## src/rtl/pll_cfg_pkg.sv

```systemverilog
`timescale 1ns/1ps
package pll_cfg_pkg;
  localparam int REG_W   = 32;
  localparam int DIV_W   = 8;
  localparam int KEY_W   = DIV_W + REG_W;
  localparam int UPD_BIT = 8;
  localparam int EN_BIT  = 28;
  localparam int LKEN_BIT = 31;

  localparam logic [7:0] OFS_CTRL0  = 8'h0C;
  localparam logic [7:0] OFS_CTRL1  = 8'h10;
  localparam logic [7:0] OFS_ANALOG = 8'h18;
  localparam logic [7:0] OFS_UPDATE = 8'h1C;
  localparam logic [7:0] OFS_STATUS = 8'hEC;

  localparam logic [REG_W-1:0] CTRL0_KEEP  = 32'hB000_00FF;
  localparam logic [REG_W-1:0] CTRL1_KEEP  = 32'h7F3F_FFFF;
  localparam logic [REG_W-1:0] ANALOG_INIT = 32'h1B04_0010;

  typedef struct packed {
    logic [REG_W-1:0] w0;
    logic [REG_W-1:0] w1;
    logic [REG_W-1:0] an;
  } pll_cfg_t;

  localparam pll_cfg_t CFG_INIT = '{w0: '0, w1: '0, an: ANALOG_INIT};

  typedef enum logic [2:0] {
    RD_NONE, RD_W0, RD_W1, RD_AN, RD_UPD, RD_STAT
  } rd_src_e;

  function automatic logic lock_wanted(input logic [REG_W-1:0] w0);
    return w0[EN_BIT] & w0[LKEN_BIT];
  endfunction

  function automatic logic [KEY_W-1:0] loop_key(input pll_cfg_t c);
    return {c.w0[DIV_W-1:0], c.w1 & CTRL1_KEEP};
  endfunction
endpackage

```

## src/rtl/pll_cfg_decode.sv

```systemverilog
`timescale 1ns/1ps
module pll_cfg_decode
  import pll_cfg_pkg::*;
#(
  parameter int ADDR_W = 8
) (
  input  logic [ADDR_W-1:0] addr_i,
  input  logic              we_i,
  input  logic [REG_W-1:0]  wdata_i,
  output logic              wr_w0_o,
  output logic              wr_w1_o,
  output logic              wr_an_o,
  output logic              sel_evt_o,
  output logic              commit_evt_o,
  output rd_src_e           rd_src_o
);
  logic hit_w0, hit_w1, hit_an, hit_up, hit_st;

  assign hit_w0 = (addr_i == ADDR_W'(OFS_CTRL0));
  assign hit_w1 = (addr_i == ADDR_W'(OFS_CTRL1));
  assign hit_an = (addr_i == ADDR_W'(OFS_ANALOG));
  assign hit_up = (addr_i == ADDR_W'(OFS_UPDATE));
  assign hit_st = (addr_i == ADDR_W'(OFS_STATUS));

  assign wr_w0_o      = we_i & hit_w0;
  assign wr_w1_o      = we_i & hit_w1;
  assign wr_an_o      = we_i & hit_an;
  assign sel_evt_o    = we_i & hit_up & ~wdata_i[UPD_BIT];
  assign commit_evt_o = we_i & hit_up &  wdata_i[UPD_BIT];

  always_comb begin
    rd_src_o = RD_NONE;
    if (hit_w0)      rd_src_o = RD_W0;
    else if (hit_w1) rd_src_o = RD_W1;
    else if (hit_an) rd_src_o = RD_AN;
    else if (hit_up) rd_src_o = RD_UPD;
    else if (hit_st) rd_src_o = RD_STAT;
  end
endmodule

```

## src/rtl/pll_cfg_chan.sv

```systemverilog
`timescale 1ns/1ps
module pll_cfg_chan
  import pll_cfg_pkg::*;
#(
  parameter int LOCK_DLY = 16
) (
  input  logic     clk_i,
  input  logic     rst_ni,
  input  logic     commit_i,
  input  pll_cfg_t cfg_i,
  output pll_cfg_t cfg_o,
  output logic     ready_o,
  output logic     busy_o,
  output logic     start_o,
  output logic     stop_o
);
  localparam int CNT_W = $clog2(LOCK_DLY + 1);

  pll_cfg_t         cfg_q;
  logic [CNT_W-1:0] cnt_q;
  logic             busy_q, ready_q;
  logic             new_req, old_req, same_loop;

  assign new_req   = lock_wanted(cfg_i.w0);
  assign old_req   = lock_wanted(cfg_q.w0);
  assign same_loop = (loop_key(cfg_i) == loop_key(cfg_q));
  assign start_o   = commit_i & new_req & (~old_req | ~same_loop);
  assign stop_o    = commit_i & ~new_req;

  always_ff @(posedge clk_i) begin
    if (!rst_ni) begin
      cfg_q   <= CFG_INIT;
      cnt_q   <= '0;
      busy_q  <= 1'b0;
      ready_q <= 1'b0;
    end else begin
      if (commit_i) cfg_q <= cfg_i;
      if (stop_o) begin
        ready_q <= 1'b0;
        busy_q  <= 1'b0;
      end else if (start_o) begin
        ready_q <= 1'b0;
        busy_q  <= 1'b1;
        cnt_q   <= CNT_W'(LOCK_DLY);
      end else if (busy_q) begin
        if (cnt_q == CNT_W'(1)) begin
          ready_q <= 1'b1;
          busy_q  <= 1'b0;
        end else begin
          cnt_q <= cnt_q - 1'b1;
        end
      end
    end
  end

  assign cfg_o   = cfg_q;
  assign ready_o = ready_q;
  assign busy_o  = busy_q;
endmodule

```

## src/rtl/pll_cfg_bank.sv

```systemverilog
`timescale 1ns/1ps
module pll_cfg_bank
  import pll_cfg_pkg::*;
#(
  parameter int NUM_CH   = 2,
  parameter int ADDR_W   = 8,
  parameter int LOCK_DLY = 16
) (
  input  logic                    clk_i,
  input  logic                    rst_ni,
  input  logic [ADDR_W-1:0]       bus_addr_i,
  input  logic                    bus_we_i,
  input  logic [REG_W-1:0]        bus_wdata_i,
  output logic [REG_W-1:0]        bus_rdata_o,
  output logic [NUM_CH*REG_W-1:0] ctrl0_o,
  output logic [NUM_CH*REG_W-1:0] ctrl1_o,
  output logic [NUM_CH*REG_W-1:0] analog_o,
  output logic [NUM_CH-1:0]       lock_ready_o
);
  localparam int CH_W = (NUM_CH > 1) ? $clog2(NUM_CH) : 1;

  logic              wr_w0, wr_w1, wr_an, sel_evt, commit_evt, stage_wr;
  rd_src_e           rd_src;
  logic [CH_W-1:0]   sel_q, new_idx;
  logic              idx_ok;
  pll_cfg_t          stg_q, sel_cfg, new_cfg;
  pll_cfg_t          act [NUM_CH];
  logic [NUM_CH-1:0] start_vec, stop_vec, busy_vec, ready_vec;

  pll_cfg_decode #(.ADDR_W(ADDR_W)) u_dec (
    .addr_i      (bus_addr_i),
    .we_i        (bus_we_i),
    .wdata_i     (bus_wdata_i),
    .wr_w0_o     (wr_w0),
    .wr_w1_o     (wr_w1),
    .wr_an_o     (wr_an),
    .sel_evt_o   (sel_evt),
    .commit_evt_o(commit_evt),
    .rd_src_o    (rd_src)
  );

  assign stage_wr = bus_we_i & ~(sel_evt | commit_evt);
  assign new_idx  = bus_wdata_i[CH_W-1:0];
  assign idx_ok   = (int'(new_idx) < NUM_CH);

  always_comb begin
    sel_cfg = CFG_INIT;
    new_cfg = CFG_INIT;
    for (int n = 0; n < NUM_CH; n++) begin
      if (sel_q == CH_W'(n))   sel_cfg = act[n];
      if (new_idx == CH_W'(n)) new_cfg = act[n];
    end
  end

  always_ff @(posedge clk_i) begin
    if (!rst_ni) begin
      sel_q <= '0;
      stg_q <= CFG_INIT;
    end else if (sel_evt) begin
      if (idx_ok) begin
        sel_q <= new_idx;
        stg_q <= new_cfg;
      end
    end else begin
      if (wr_w0) stg_q.w0 <= bus_wdata_i & CTRL0_KEEP;
      if (wr_w1) stg_q.w1 <= bus_wdata_i & CTRL1_KEEP;
      if (wr_an) stg_q.an <= bus_wdata_i;
    end
  end

  for (genvar g = 0; g < NUM_CH; g++) begin : g_ch
    pll_cfg_chan #(.LOCK_DLY(LOCK_DLY)) u_ch (
      .clk_i   (clk_i),
      .rst_ni  (rst_ni),
      .commit_i(commit_evt && (sel_q == CH_W'(g))),
      .cfg_i   (stg_q),
      .cfg_o   (act[g]),
      .ready_o (ready_vec[g]),
      .busy_o  (busy_vec[g]),
      .start_o (start_vec[g]),
      .stop_o  (stop_vec[g])
    );
    assign ctrl0_o[g*REG_W +: REG_W]  = act[g].w0;
    assign ctrl1_o[g*REG_W +: REG_W]  = act[g].w1;
    assign analog_o[g*REG_W +: REG_W] = act[g].an;
  end

  assign lock_ready_o = ready_vec;

  always_comb begin
    case (rd_src)
      RD_W0:   bus_rdata_o = sel_cfg.w0;
      RD_W1:   bus_rdata_o = sel_cfg.w1;
      RD_AN:   bus_rdata_o = sel_cfg.an;
      RD_UPD:  bus_rdata_o = REG_W'(sel_q);
      RD_STAT: bus_rdata_o = REG_W'(ready_vec);
      default: bus_rdata_o = '0;
    endcase
  end
endmodule

```

## config.mk

```make
export PLATFORM = sky130hd
export DESIGN_NAME = pll_cfg_bank
export DESIGN_NICKNAME = d
export VERILOG_FILES = /design/src/rtl/pll_cfg_pkg.sv /design/src/rtl/pll_cfg_decode.sv /design/src/rtl/pll_cfg_chan.sv /design/src/rtl/pll_cfg_bank.sv
export SDC_FILE = /design/constraint.sdc
export NUM_CORES = 1
export LEC_CHECK = 0
export CAP_MARGIN = 20
export CORE_ASPECT_RATIO = 1.25
export CORE_MARGIN = 2
export CORE_UTILIZATION = 30
export CTS_CLUSTER_SIZE = 8
export DETAILED_ROUTE_END_ITERATION = 6
export PLACE_DENSITY = 0.56
export SLEW_MARGIN = 0
export SYNTH_ARGS = -nofsm -noshare
export SYNTH_HDL_FRONTEND = slang
export SYNTH_SLANG_ARGS = --single-unit
export TNS_END_PERCENT = 20
```

## constraint.sdc

```tcl
create_clock -name clk_i -period 7.02 [get_ports clk_i]
set_clock_uncertainty 0.15 [all_clocks]
set_input_delay 1.755 -clock clk_i [delete_from_list [all_inputs] [get_ports clk_i]]
set_output_delay 1.755 -clock clk_i [all_outputs]
set_load 0.005 [all_outputs]
```

==> reports/summary.txt, run 1 <==
Outcome: finished clean
Crit Path Max Fanout: 32
Power, Total: 3700 uW
Detail Route Antenna Nets: 0
Net Sw Power: 830 uW
H-tree lvl count: 2
Fin util: 38.9%
GR met2 Demand/Resource: 35.9%
Most used routing layer: met2
Crit Path Class: input pin to output port
First-pass DRT Iterations: 6
Placer Congestion: 0.948
Fraction of layout cells with a size suffix above 1: 6.26%
Final hold slack: 0.313 ns
Clock-pin slew of the registers on the worst-case setup and hold paths: 0.05 ns
Core area: 0.0491 mm^2
Total negative slack: 0 ns
Initial antenna violation count: 1
CTS Root Buffer Type: clkbuf_16
Die area: 0.0512 mm^2
P_leak: 0.00631 uW
DRC errors left: 0
Crit end category: output port
Maxcap violations: 0
Fmax: 159 MHz
RSZ-0062 raised after global routing: false
Gate power share: 3.2%
Final net count: 2026
Mean Syn Cell Area: 8.27 um^2
Main synth FF type: dfxtp_1
Final HPWL DP: 39.4 mm
Vias in the first global route: 13600
Mapped Area: 0.0148 mm^2
Fin. Hold Viols: 0
Number of synthesis warnings: 0
Port bufs: 268
Register area share after synthesis: 40.9%
CP Launch Type: input pin
Sink Count: 303
Core Rows: 91
EDFF count, synth: 0
FF+latch count, synth: 303
Global-route wire length before repair: 87.8 mm
Tightest Hold Check Type: flop to flop
Via count: 14100
Rel. slew slack: 29.9%
CTS tree: yes
Worst Path Arrival: 4.40 ns
Clk pwr share: 50.1%
Num CTS Buffers: 43
Area Growth Syn to Fin: 28.7%
Worst-margin pin slew: 1.05 ns
Total grt overflow: 0
Maximum VDD drop: 0.147 mV
Net Count, Synth: 1840
Synth cell types: 57
Tmin final: 6.30 ns
Syn Inst Count: 1793
Clock Path Buffers: 3
Met1 usage in global routing: 29.7%
Max Slew Vio Count: 0
CTS-repair resized insts: 0
Via density: 5.37
Overall Global Routing Usage: 22.4%
Hold-fix buffers, CTS: 0
Async S/R FF share, synth: 0%
Ports: 269
Initial Util: 30.2%
1st-iter DRT viols: 1121
Seq pwr share: 46.7%
Switch share: 22.5%
GRT met3 Usage: 4.51%
Die Height: 253 um
Critical Path RT: 5.12 ns
Clock Latency Late Sink: 0.55 ns
Routed wire length: 58.9 mm
Pin count of the biggest net entering global routing: 177
Tcrit/Tclk final: 89.8%
Post-CTS setup buffer count: 0
Routed wire per std cell: 22.4 um
PwrDens: 194 mW/mm^2
DIE WIDTH: 203 um
P_int: 2870 uW
Setup violators final: 0
-- routing by layer --
layer / up-vias / wire length, um
met1: 6926 / 25400
met3: 87 / 4180
met5: - / 0
li1: 6579 / -
met4: 0 / 1930
met2: 540 / 27400
-- worst max-delay path: stages --
cell             delay [ns]
clkdlybuf4s50_1        0.44
nor3_1                 0.61
nand2_1                0.15
or2_2                  0.57
o21ai_0                0.25
a221o_1                0.13
clkdlybuf4s50_1        0.49
-- state kept, by name (all words and copies together) (netlist names) --
register           cells
sel_q                  1
g_ch.u_ch.cfg_o      192
g_ch.u_ch.ready_o      2
g_ch.u_ch.cnt_q       10
stg_q                 96
g_ch.u_ch.busy_o       2
-- placed cells by master (no fill, tap or decap), types with 20 or more instances in the layout --
master	n
buf_4	20
nor2b_1	55
a211oi_1	107
mux4_2	32
dfxtp_1	302
o21ai_0	42
xnor2_1	39
clkdlybuf4s50_1	266
nor2_1	63
mux2i_1	125
clkbuf_16	44
nand2_1	464
xor2_1	35
a21oi_1	223
nand4_1	20
-- layout make-up --
type,count,area [um^2]
multi-input cells,1328,8160
clock inverters,2,25.0
repair buffers,289,2850
diodes,1,2.50
fillers,4900,30000
inverters,14,60.1
well taps,651,815
flip-flops and latches,303,6070
clock buffers,46,1110
-- worst paths after layout --
path / start / end / slack, ns / cells after the start
worst max-delay path: bus_addr_i[5] / bus_rdata_o[0] / 0.72 / 7
worst min-delay path: stg_q[14] / g_ch[1].u_ch.cfg_o[14] / 0.31 / 2
worst max register to register: sel_q / g_ch[0].u_ch.cnt_q[3] / 3.45 / 5
worst min register to register: stg_q[14] / g_ch[1].u_ch.cfg_o[14] / 0.31 / 2
-- cells in the mapped netlist, types with 2 or more instances --
cell | number | area [um^2]
a211oi_1 | 107 | 803
a21oi_1 | 223 | 1120
a221oi_1 | 3 | 26.3
and2_1 | 3 | 18.8
and3_1 | 3 | 18.8
and4_1 | 2 | 17.5
buf_1 | 10 | 37.5
buf_2 | 13 | 65.1
buf_4 | 2 | 15.0
clkbuf_1 | 123 | 462
dfxtp_1 | 303 | 6070
ha_1 | 4 | 50.1
inv_1 | 13 | 48.8
mux2_2 | 7 | 78.8
mux2i_1 | 125 | 1250
mux4_2 | 32 | 721
nand2_1 | 464 | 1740
nand2b_1 | 6 | 37.5
nand3_1 | 20 | 100
nand4_1 | 20 | 125
nor2_1 | 63 | 236
nor2b_1 | 55 | 344
nor3_1 | 6 | 30.0
nor3b_1 | 2 | 15.0
nor4_1 | 14 | 87.6
nor4b_1 | 2 | 17.5
o211ai_1 | 19 | 143
o21ai_0 | 42 | 210
o22ai_1 | 2 | 12.5
or2_2 | 2 | 12.5
or4_1 | 4 | 30.0
or4b_2 | 2 | 20.0
xnor2_1 | 39 | 342
xor2_1 | 35 | 307
-- per-stage QoR --
stage               worst slack, ns  std cells  instance area, um^2
finish                        0.715       2634                19100
global route                  0.578       2634                19100
CTS                           0.736       2633                19100
detailed placement            0.751       2585                17900
global placement              0.865       2585                17900
floorplan                      1.91       1793                14800
-- kinds of logic (layout without fill, tap and decap cells) --
group	after synthesis	after routing	synth area share (%)
flops	303	303	40.9
other cells	0	1	0
fa+ha+maj	4	4	0.338
compound gates	411	411	16.5
xor+xnor	74	74	4.37
buf+inv	162	351	4.26
simple gates	675	675	19.8
mux	164	164	13.8
-- power groups by stage --
stage               sequential (uW)  clock (uW)  combinational, uW
floorplan                      1760           0               66.2
global placement               1760           0                118
detailed placement             1760           0                120
CTS                            1730        1880                120
global route                   1720        1950                127
finish                         1730        1850                120
Power figures use the tool's default switching activity.
==> run 2: changes to the inputs <==
Settings changed: PLACE_DENSITY 0.56 to not set.
==> run 2 against run 1 <==
Compared with the run above: combinational power hardly changed; cell count is 0.15% lower; critical path type unchanged; fmax decreased by 1.0%; worst hold slack gained 0.0016 ns.
==> reports/summary.txt, run 2 (synthesis gave the netlist of run 1 again) <==
CTS-repair resized insts: 0 (unchanged)
Core Rows: 91 (unchanged)
Overall Global Routing Usage: 22.3% (-0.097 points)
H-tree lvl count: 2 (unchanged)
Tcrit/Tclk final: 90.7% (+0.93 points)
DIE WIDTH: 203 um (unchanged)
Port bufs: 268 (unchanged)
Hold depth: 2 (unchanged)
Layout filler cell count: 4871 (-0.59%)
Worst Path Arrival: 4.46 ns (+0.06 ns)
Ports: 269 (unchanged)
Via count: 14100 (-0.057%)
Total grt overflow: 0 (unchanged)
Max Slew Vio Count: 0 (unchanged)
Rel. slew slack: 40.7% (+11 points)
RSZ-0062 raised after global routing: false
Clk pwr share: 49.4% (-0.7 points)
Sink Count: 303 (unchanged)
Tightest Hold Check Type: flop to flop
Core area: 0.0491 mm^2 (unchanged)
DRC errors left: 0 (unchanged)
Hold-fix buffers, CTS: 0 (unchanged)
CTS Root Buffer Type: clkbuf_16
Num CTS Buffers: 43 (unchanged)
Crit Path Class: input pin to output port
P_int: 2840 uW (-0.94%)
Detail Route Antenna Nets: 0 (unchanged)
Global-route wire length before repair: 87.1 mm (-0.82%)
First-pass DRT Iterations: 5 (-1)
Power, Total: 3640 uW (-1.4%)
Clock-pin slew of the registers on the worst-case setup and hold paths: 0.05 ns (about the same)
Setup violators final: 0 (unchanged)
Worst-margin pin slew: 0.889 ns (-0.162 ns)
1st-iter DRT viols: 1195 (+6.6%)
Vias in the first global route: 13600 (+0.15%)
Via density: 5.37 (about the same)
Most frequent cells in the layout: nand2_1, dfxtp_1, clkdlybuf4s50_1, a21oi_1, mux2i_1
Maximum VDD drop: 0.132 mV (-10%)
Ant diodes: 0 (-1)
Worst Reg-to-Reg Cells: 4 (-1)
Routed wire length: 58.8 mm (-0.16%)
CTS tree: yes
Initial Util: 30.2% (unchanged)
Final hold slack: 0.314 ns (+0.00157 ns)
Clock Path Buffers: 3 (unchanged)
Clock Latency Late Sink: 0.55 ns (about the same)
Final net count: 2025 (-0.049%)
Total negative slack: 0 ns (unchanged)
Placer Congestion: 0.928 (-2.1%)
Fmax: 157 MHz (-1.0%)
Outcome: finished clean
Gate power share: 3.3% (about the same)
Area Growth Syn to Fin: 28.4%
Fin. Hold Viols: 0 (unchanged)
Pin count of the biggest net entering global routing: 144 (-19%)
Critical Path RT: 5.12 ns (about the same)
Max reg flops: 192 (unchanged)
Net Sw Power: 804 uW (-3.2%)
Die area: 0.0512 mm^2 (unchanged)
Post-CTS setup buffer count: 0 (unchanged)
Die Height: 253 um (unchanged)
P_leak: 0.00629 uW (-0.34%)
Switch share: 22.1% (-0.39 points)
CP Launch Type: input pin
Initial antenna violation count: 3 (+2)
Routed wire per std cell: 22.4 um (about the same)
Fraction of layout cells with a size suffix above 1: 6.11% (-0.14 points)
Maxcap violations: 0 (unchanged)
Tmin final: 6.37 ns (+0.0653 ns)
Reg-to-reg slack, setup: 4.09 ns (+0.64 ns)
PwrDens: 191 mW/mm^2 (-1.2%)
Seq pwr share: 47.4% (+0.7 points)
Final HPWL DP: 39.7 mm (+0.79%)
Crit end category: output port
Commonest non-fill, non-tap cell in the layout: nand2_1
Crit Path Max Fanout: 32 (unchanged)
## run 2: critical path, cell delays in order
cell,delay [ns]
clkdlybuf4s50_1,0.50
nor4bb_1,0.58
nand2_1,0.15
or2_2,0.57
o21ai_0,0.26
a221o_1,0.13
clkdlybuf4s50_1,0.50
## run 2: power groups by stage
stage | Combinational [uW] | Sequential, uW | Clock [uW]
after floorplan | 66.2 | 1760 | 0
after global placement | 117 | 1760 | 0
after detailed placement | 119 | 1760 | 0
after CTS | 119 | 1730 | 1830
after global routing | 126 | 1720 | 1900
final | 120 | 1730 | 1800
## run 2: final cells by class
class,count,area [um^2],area share [%]
timing repair buffer,288,2850,15.0
multi-input combinational,1328,8160,42.8
tap,651,815,4.28
clock buffer,45,1080,5.69
sequential,303,6070,31.9
clock inverter,1,8.76,0.0460
inverter,14,60.1,0.315
## run 2: worst paths after layout
check	from	to
setup / recovery	bus_addr_i[2]	bus_rdata_o[0]
hold / removal	stg_q[94]	g_ch[0].u_ch.cfg_o[94]
setup reg to reg	sel_q	g_ch[0].u_ch.cfg_o[79]
hold reg to reg	stg_q[94]	g_ch[0].u_ch.cfg_o[94]
## run 2: per-stage QoR
step	setup WS, ns	instance area, um^2	std cells	utilization, %
2_1_floorplan	1.91	14800	1793	-
3_3_place_gp	0.847	18000	2584	36.6
3_5_place_dp	0.677	18000	2584	36.6
4_1_cts	0.670	19000	2630	38.8
5_1_grt	0.555	19000	2630	38.8
6_report	0.650	19000	2630	38.8
## run 2: per-layer routing
metal	vias up	track usage, %	share of wire, %	wire length, um
li1	6570	-	-	-
met4	6	7.15	3.0	1740
met1	6903	27.9	41	24300
met3	91	6.78	8.6	5070
met2	554	36.5	47	27700
met5	-	0	0.077	45
